==> src/rtl/cqm_pkg.sv <==
package cqm_pkg;
  localparam int NUM_Q   = 4;
  localparam int ADDR_W  = 32;
  localparam int QIDX_W  = $clog2(NUM_Q);
  localparam int SEL_W   = 4;

  localparam logic [SEL_W-1:0] SEL_CTRL  = 4'd0;
  localparam logic [SEL_W-1:0] SEL_BASE  = 4'd1;
  localparam logic [SEL_W-1:0] SEL_HEAD0 = 4'd8;
  localparam logic [SEL_W-1:0] SEL_TAIL0 = 4'd12;

  typedef logic [ADDR_W-1:0] addr_t;

  // strobes from control to datapath, one bit per queue
  typedef struct packed {
    logic [NUM_Q-1:0] headAdv;
    logic [NUM_Q-1:0] tailAdv;
    logic [NUM_Q-1:0] ovfSet;
  } strobe_t;
endpackage

==> src/rtl/cqm_dpath.sv <==
module cqm_dpath
  import cqm_pkg::*;
#(
  parameter int SIZE_SHIFT = 14,
  parameter int BASE_LSB   = 20,
  parameter int CODE_W     = 5,
  parameter int STEP       = 4
) (
  input  logic                     clk,
  input  logic                     rstN,
  input  logic                     cfgWrEn,
  input  logic [SEL_W-1:0]         cfgSel,
  input  logic [ADDR_W-1:0]        cfgWrData,
  input  strobe_t                  strb,
  output addr_t [NUM_Q-1:0]        headQ,
  output addr_t [NUM_Q-1:0]        tailQ,
  output logic  [NUM_Q-1:0]        emptyQ,
  output logic  [NUM_Q-1:0]        fullQ,
  output logic  [NUM_Q-1:0]        ovfQ,
  output logic                     opEnable,
  output logic  [CODE_W:0]         ctrlWord
);
  logic [CODE_W:0]            ctrlReg;
  logic [ADDR_W-1:BASE_LSB]   baseHi;
  addr_t                      sizeBytes;
  addr_t                      baseAddr;
  logic                       ctrlWrite;

  assign ctrlWrite = cfgWrEn && (cfgSel == SEL_CTRL);
  assign sizeBytes = addr_t'(ctrlReg[CODE_W:1]) << SIZE_SHIFT;
  assign baseAddr  = {baseHi, {BASE_LSB{1'b0}}};
  assign opEnable  = ctrlReg[0] && (ctrlReg[CODE_W:1] != '0);
  assign ctrlWord  = ctrlReg;

  always_ff @(posedge clk) begin
    if (!rstN) begin
      ctrlReg <= '0;
      baseHi  <= '0;
    end else if (cfgWrEn) begin
      if (cfgSel == SEL_CTRL) ctrlReg <= cfgWrData[CODE_W:0];
      if (cfgSel == SEL_BASE) baseHi  <= cfgWrData[ADDR_W-1:BASE_LSB];
    end
  end

  for (genvar q = 0; q < NUM_Q; q++) begin : g_queue
    localparam logic [SEL_W-1:0] SEL_H = SEL_HEAD0 + SEL_W'(q);
    localparam logic [SEL_W-1:0] SEL_T = SEL_TAIL0 + SEL_W'(q);
    addr_t headR, tailR, qStart, qEnd, headInc, tailInc, headNext, tailNext;
    logic  ovfR;

    assign qStart   = baseAddr + addr_t'(q) * sizeBytes;
    assign qEnd     = qStart + sizeBytes;
    assign headInc  = headR + addr_t'(STEP);
    assign tailInc  = tailR + addr_t'(STEP);
    assign headNext = (headInc == qEnd) ? qStart : headInc;
    assign tailNext = (tailInc == qEnd) ? qStart : tailInc;

    always_ff @(posedge clk) begin
      if (!rstN) begin
        headR <= '0;
        tailR <= '0;
        ovfR  <= 1'b0;
      end else begin
        if (cfgWrEn && cfgSel == SEL_H) headR <= cfgWrData;
        else if (strb.headAdv[q])       headR <= headNext;
        if (cfgWrEn && cfgSel == SEL_T) tailR <= cfgWrData;
        else if (strb.tailAdv[q])       tailR <= tailNext;
        if (ctrlWrite)                  ovfR  <= 1'b0;
        else if (strb.ovfSet[q])        ovfR  <= 1'b1;
      end
    end

    assign headQ[q]  = headR;
    assign tailQ[q]  = tailR;
    assign emptyQ[q] = (headR == tailR);
    assign fullQ[q]  = (headNext == tailR);
    assign ovfQ[q]   = ovfR;
  end
endmodule

==> src/rtl/cqm_ctrl.sv <==
module cqm_ctrl
  import cqm_pkg::*;
(
  input  logic               cpuReq,
  input  logic               cpuPush,
  input  logic [QIDX_W-1:0]  cpuQ,
  input  logic               hostReq,
  input  logic               hostPush,
  input  logic [QIDX_W-1:0]  hostQ,
  input  logic               opEnable,
  input  addr_t [NUM_Q-1:0]  headQ,
  input  addr_t [NUM_Q-1:0]  tailQ,
  input  logic  [NUM_Q-1:0]  emptyQ,
  input  logic  [NUM_Q-1:0]  fullQ,
  output strobe_t            strb,
  output logic               cpuAck,
  output addr_t              cpuAddr,
  output logic               hostAck,
  output addr_t              hostAddr
);
  localparam int SIDES = 2;

  logic [SIDES-1:0]              reqS, pushS, ackS;
  logic [SIDES-1:0][QIDX_W-1:0]  qS;
  addr_t [SIDES-1:0]             addrS;

  assign reqS  = {hostReq, cpuReq};
  assign pushS = {hostPush, cpuPush};
  assign qS    = {hostQ, cpuQ};

  // side 0 produces into even queues, side 1 into odd queues
  always_comb begin
    strb = '0;
    ackS = '0;
    for (int s = 0; s < SIDES; s++) begin
      logic legal;
      legal    = (pushS[s] == (qS[s][0] == (s == 1)));
      addrS[s] = pushS[s] ? headQ[qS[s]] : tailQ[qS[s]];
      if (reqS[s] && opEnable && legal) begin
        if (pushS[s]) begin
          if (fullQ[qS[s]]) begin
            strb.ovfSet[qS[s]] = 1'b1;
          end else begin
            strb.headAdv[qS[s]] = 1'b1;
            ackS[s] = 1'b1;
          end
        end else if (!emptyQ[qS[s]]) begin
          strb.tailAdv[qS[s]] = 1'b1;
          ackS[s] = 1'b1;
        end
      end
    end
  end

  assign cpuAck   = ackS[0];
  assign hostAck  = ackS[1];
  assign cpuAddr  = addrS[0];
  assign hostAddr = addrS[1];
endmodule

==> src/rtl/cq_pointer_mgr.sv <==
module cq_pointer_mgr
  import cqm_pkg::*;
#(
  parameter int SIZE_SHIFT = 14,
  parameter int BASE_LSB   = 20,
  parameter int CODE_W     = 5
) (
  input  logic                      clk,
  input  logic                      rstN,
  input  logic                      cfgWrEn,
  input  logic [SEL_W-1:0]          cfgSel,
  input  logic [ADDR_W-1:0]         cfgWrData,
  input  logic                      cpuReq,
  input  logic                      cpuPush,
  input  logic [QIDX_W-1:0]         cpuQ,
  input  logic                      hostReq,
  input  logic                      hostPush,
  input  logic [QIDX_W-1:0]         hostQ,
  output logic                      cpuAck,
  output logic [ADDR_W-1:0]         cpuAddr,
  output logic                      hostAck,
  output logic [ADDR_W-1:0]         hostAddr,
  output logic [NUM_Q-1:0]          qEmpty,
  output logic [NUM_Q-1:0]          qFull,
  output logic [NUM_Q-1:0]          ovfFlag,
  output logic                      postPending,
  output logic [NUM_Q*ADDR_W-1:0]   headPtrs,
  output logic [NUM_Q*ADDR_W-1:0]   tailPtrs
);
  strobe_t             strb;
  addr_t [NUM_Q-1:0]   headQ, tailQ;
  logic                opEnable;
  logic [CODE_W:0]     ctrlWord;

  cqm_dpath #(
    .SIZE_SHIFT(SIZE_SHIFT), .BASE_LSB(BASE_LSB), .CODE_W(CODE_W), .STEP(4)
  ) u_dpath (
    .clk(clk), .rstN(rstN), .cfgWrEn(cfgWrEn), .cfgSel(cfgSel),
    .cfgWrData(cfgWrData), .strb(strb), .headQ(headQ), .tailQ(tailQ),
    .emptyQ(qEmpty), .fullQ(qFull), .ovfQ(ovfFlag), .opEnable(opEnable),
    .ctrlWord(ctrlWord)
  );

  cqm_ctrl u_ctrl (
    .cpuReq(cpuReq), .cpuPush(cpuPush), .cpuQ(cpuQ),
    .hostReq(hostReq), .hostPush(hostPush), .hostQ(hostQ),
    .opEnable(opEnable), .headQ(headQ), .tailQ(tailQ),
    .emptyQ(qEmpty), .fullQ(qFull), .strb(strb),
    .cpuAck(cpuAck), .cpuAddr(cpuAddr), .hostAck(hostAck), .hostAddr(hostAddr)
  );

  assign headPtrs    = headQ;
  assign tailPtrs    = tailQ;
  assign postPending = !qEmpty[1];
endmodule

==> config.mk <==
export PLATFORM = sky130hd
export DESIGN_NAME = cq_pointer_mgr
export DESIGN_NICKNAME = d
export VERILOG_FILES = /design/src/rtl/cqm_pkg.sv /design/src/rtl/cqm_dpath.sv /design/src/rtl/cqm_ctrl.sv /design/src/rtl/cq_pointer_mgr.sv
export SDC_FILE = /design/constraint.sdc
export NUM_CORES = 2
export LEC_CHECK = 0
export CAP_MARGIN = 20
export CELL_PAD_IN_SITES_DETAIL_PLACEMENT = 0
export CELL_PAD_IN_SITES_GLOBAL_PLACEMENT = 1
export CORE_MARGIN = 4
export CORE_UTILIZATION = 43
export CTS_CLUSTER_DIAMETER = 30
export DETAILED_ROUTE_END_ITERATION = 6
export PLACE_DENSITY_LB_ADDON = 0.25
export SYNTH_ARGS = -nofsm -noshare
export SYNTH_HDL_FRONTEND = slang
export SYNTH_SLANG_ARGS = --single-unit
==> constraint.sdc <==
create_clock -name clk -period 7.25 [get_ports clk]
set_clock_uncertainty 0.1 [all_clocks]
set_input_delay 1.45 -clock clk [delete_from_list [all_inputs] [get_ports clk]]
set_output_delay 1.45 -clock clk [all_outputs]
set_load 0.01 [all_outputs]
==> impl_metrics.toml <==
[status]
violations = "DRC, setup timing"
status = "complete, but fails checks"

[clock_tree]
clk_latency_ns = 0.65
htree_num_levels = 3
cts_buffer_depth = 3
cts_hold_buf = 0
numCtsBuffers = 93
clk_pin_slew_ns = 0.04
clock_sinks = 278
cts_tree = "built"
cts-root-buf = "clkbuf_16"

[yosys]
synth_top_area_share = 0.176
synth_largest_area_cell = "dfxtp_1"
synthTopCellsByArea = "dfxtp_1 18%, xnor2_1 10%, mux4_2 9.1%"
synth_cells = 4011
avgSynthCellArea_um2 = 7.89
syn_nets = 4090
synth_common_cells = "372 x xnor2_1, 328 x clkbuf_1, 313 x nand2_1"
synth_cell_types = 104
ys_seq_area_frac = 0.176
synth_seq_cells = 278
yosysMostFrequentCell = "xnor2_1"
synth_edf_count = 0
async_reset_ff_frac = 0
synth_area_mm2 = 0.0316
yosysWarnings = 0
yosys_most_used_dff = "dfxtp_1"

[route]
vias = 37200
vias_per_cell = 6.84
dr.pass1.iters = 7
drtAntennaViolNets = 0
drc = 3
drt_iter0_drc = 5565
routed_wl_mm = 187
wl_per_cell_um = 34.3

[die]
initial_utilization = 0.434
fp.dieW_um = 279
rows = 99
die_h_um = 279
io_pins = 382
core_area_mm2 = 0.0730
die_area_mm2 = 0.0780

[hold_path]
whs_path_depth = 2
hold_start = "u_dpath.g_queue[0].ovfR$_SDFFE_PP0P_"
hold_path_class = "register to register"
whs_endpoint = "u_dpath.g_queue[0].ovfR$_SDFFE_PP0P_"

[critical_path]
critical_path_peak_fanout = 13
worst_r2r_path_depth = 26
worst_setup_path_end_kind = "primary output"
required_ns = 5.70
r2r_end = "u_dpath.g_queue[3].headR[4]$_SDFFE_PN0P_"
worstReg2RegStart = "u_dpath.ctrlWord[2]$_SDFFE_PN0P_"
crit_type = "register to primary output"
worstPathArrival_ns = 5.75
cp-start-kind = "register"
r2r_slack_ns = 1.21

[power_and_ir_drop]
finalPower_w = 0.00665
p_int_w = 0.00478
vdd_drop_max_v = 0.000178
power.switching_w = 0.00186
combPwrFrac = 0.140
seqPwrFrac = 0.244
p_leak_nw = 16.2
power_frac_clock = 0.616
powerDensity_mw_per_mm2 = 161
p_sw_frac = 0.280

[cells_and_area]
final_area_mm2 = 0.0414
seq_area_mm2 = 0.00557
instances_no_fill = 5442
post-route-util = 0.567
area_delta_synth_final_pct = 30.8
fillers = 6869
final_net_count = 4473
multi_input_area_mm2 = 0.0242
final_layout_size_suffix_gt1_frac = 0.204

[sta]
setup_slack_ns = -0.0500
hold_violations = 0
timing.fmax_mhz = 137
fin_crit_ns = 7.30
final.period_utilization = 1.01
grt_setup_unrepaired = "yes"
maxSlewHeadroom = 0.140
slew_violations = 0
tightest_slew_ns = 1.29
setup_viol = 1

[grt]
grt_pass1_wl_mm = 258
grt_start_max_net_pins = 78
track_usage = 0.457
grt_antenna_before_repair = 18
grt-ovfl-total = 0
first_global_vias = 33900

[placement]
pre_cts_slack_ns = -0.136
place_area_mm2 = 0.0375
port_buffers = 381
placed_cells = 5236
gp_congestion = 1.07
post-dp-hpwl_mm = 139

[job]
timing.max_cap.violations = 0
cell families after synthesis:
| kind of cell | synth area share |
|---|---|
| compound gates | 0.179 |
| xor+xnor | 0.166 |
| fa+ha+maj | 0.0129 |
| buf+inv | 0.0754 |
| flops | 0.176 |
| mux | 0.150 |
| simple gates | 0.241 |
critical path, stage by stage, from the launching register on:
cell and delay [ns]:
dfxtp_1 0.33, buf_4 0.32, clkinv_1 0.29, ha_1 0.39, xnor2_1 0.16, buf_4 0.15, o21ai_0 0.19, xor2_1 0.34
xnor2_1 0.15, nor4_2 0.41, o2111ai_2 0.22, nor4_4 0.25, buf_4 0.20, nand2_8 0.10, buf_4 0.16, mux2i_1 0.27
xnor2_1 0.18, and4_1 0.21, nand4_1 0.11, buf_6 0.16, mux2i_2 0.15, o22ai_2 0.15, buf_2 0.21
final cells by class:
cell class / instances / share of cell area
diodes: 18 / 0.00109
clock buffers: 126 / 0.0638
clock inverters: 40 / 0.0128
inverters: 95 / 0.00862
multi-input cells: 3160 / 0.585
flip-flops and latches: 278 / 0.135
well taps: 959 / 0.0290
repair buffers: 766 / 0.165
layer usage:
metal,track usage,wire length [µm]
met5,0,38
met4,0.333,17900
met3,0.168,26600
met2,0.660,75800
met1,0.557,66500
worst max path at each step:
| stage | from | to | slack, ns | depth (start not counted) |
|---|---|---|---|---|
| after floorplan | u_dpath.ctrlWord[3]$_SDFFE_PN0P_ | hostAck | 0.54 | 21 |
| after global placement | u_dpath.ctrlWord[2]$_SDFFE_PN0P_ | qFull[3] | -0.02 | 21 |
| after detailed placement | u_dpath.ctrlWord[2]$_SDFFE_PN0P_ | hostAck | -0.14 | 21 |
| after CTS | u_dpath.ctrlWord[2]$_SDFFE_PN0P_ | cpuAck | 0.01 | 20 |
| after global routing | u_dpath.ctrlWord[2]$_SDFFE_PN0P_ | hostAck | -0.23 | 26 |
| final | u_dpath.ctrlWord[1]$_SDFFE_PN0P_ | hostAck | -0.05 | 22 |
power groups by stage:
stage	logic [W]	registers, W	clock network (W)
after floorplan	0.000471	0.00161	0
after global placement	0.000871	0.00164	0
after detailed placement	0.000872	0.00164	0
after CTS	0.000882	0.00162	0.00410
after global routing	0.000951	0.00162	0.00420
final	0.000932	0.00162	0.00409
layout by cell type (no fill, tap or decap), drive strengths merged, types with 35 or more instances in the layout:
cell           instances
clkdlybuf4s50        370
a31oi                 57
xnor2                374
and2                  41
clkbuf               130
nor2b                 82
dfxtp                278
nor4                  92
mux2                  91
nand4                103
xor2                 189
o211ai                59
a21oi                147
nand3                148
nor3                 135
mux4                 128
nand2                314
inv                   95
nor2                 238
buf                  392
a22oi                 53
mux2i                 84
a211oi                35
and3                  72
o21ai                208
o211a                 80
flip-flops by register name (all words and copies together) (netlist names):
register,cells
u_dpath.g_queue.headR,128
u_dpath.g_queue.tailR,128
u_dpath.baseHi,12
u_dpath.ctrlWord,6
u_dpath.g_queue.ovfR,4
metrics by stage:
stage          setup TNS, ns  hold slack [ns]
6_report             -0.0500            0.379
5_1_grt               -0.324            0.407
4_1_cts                    0            0.379
3_5_place_dp          -0.257            0.370
3_3_place_gp         -0.0386            0.364
2_1_floorplan              0            0.338
what timing repair did:
item,CTS,global route
setup endpoints to repair,4,5
buffers inserted,6,11
cloned,1,0
gates resized for setup,47,62
pin swaps,18,27
(Power assumes the default switching activity.)
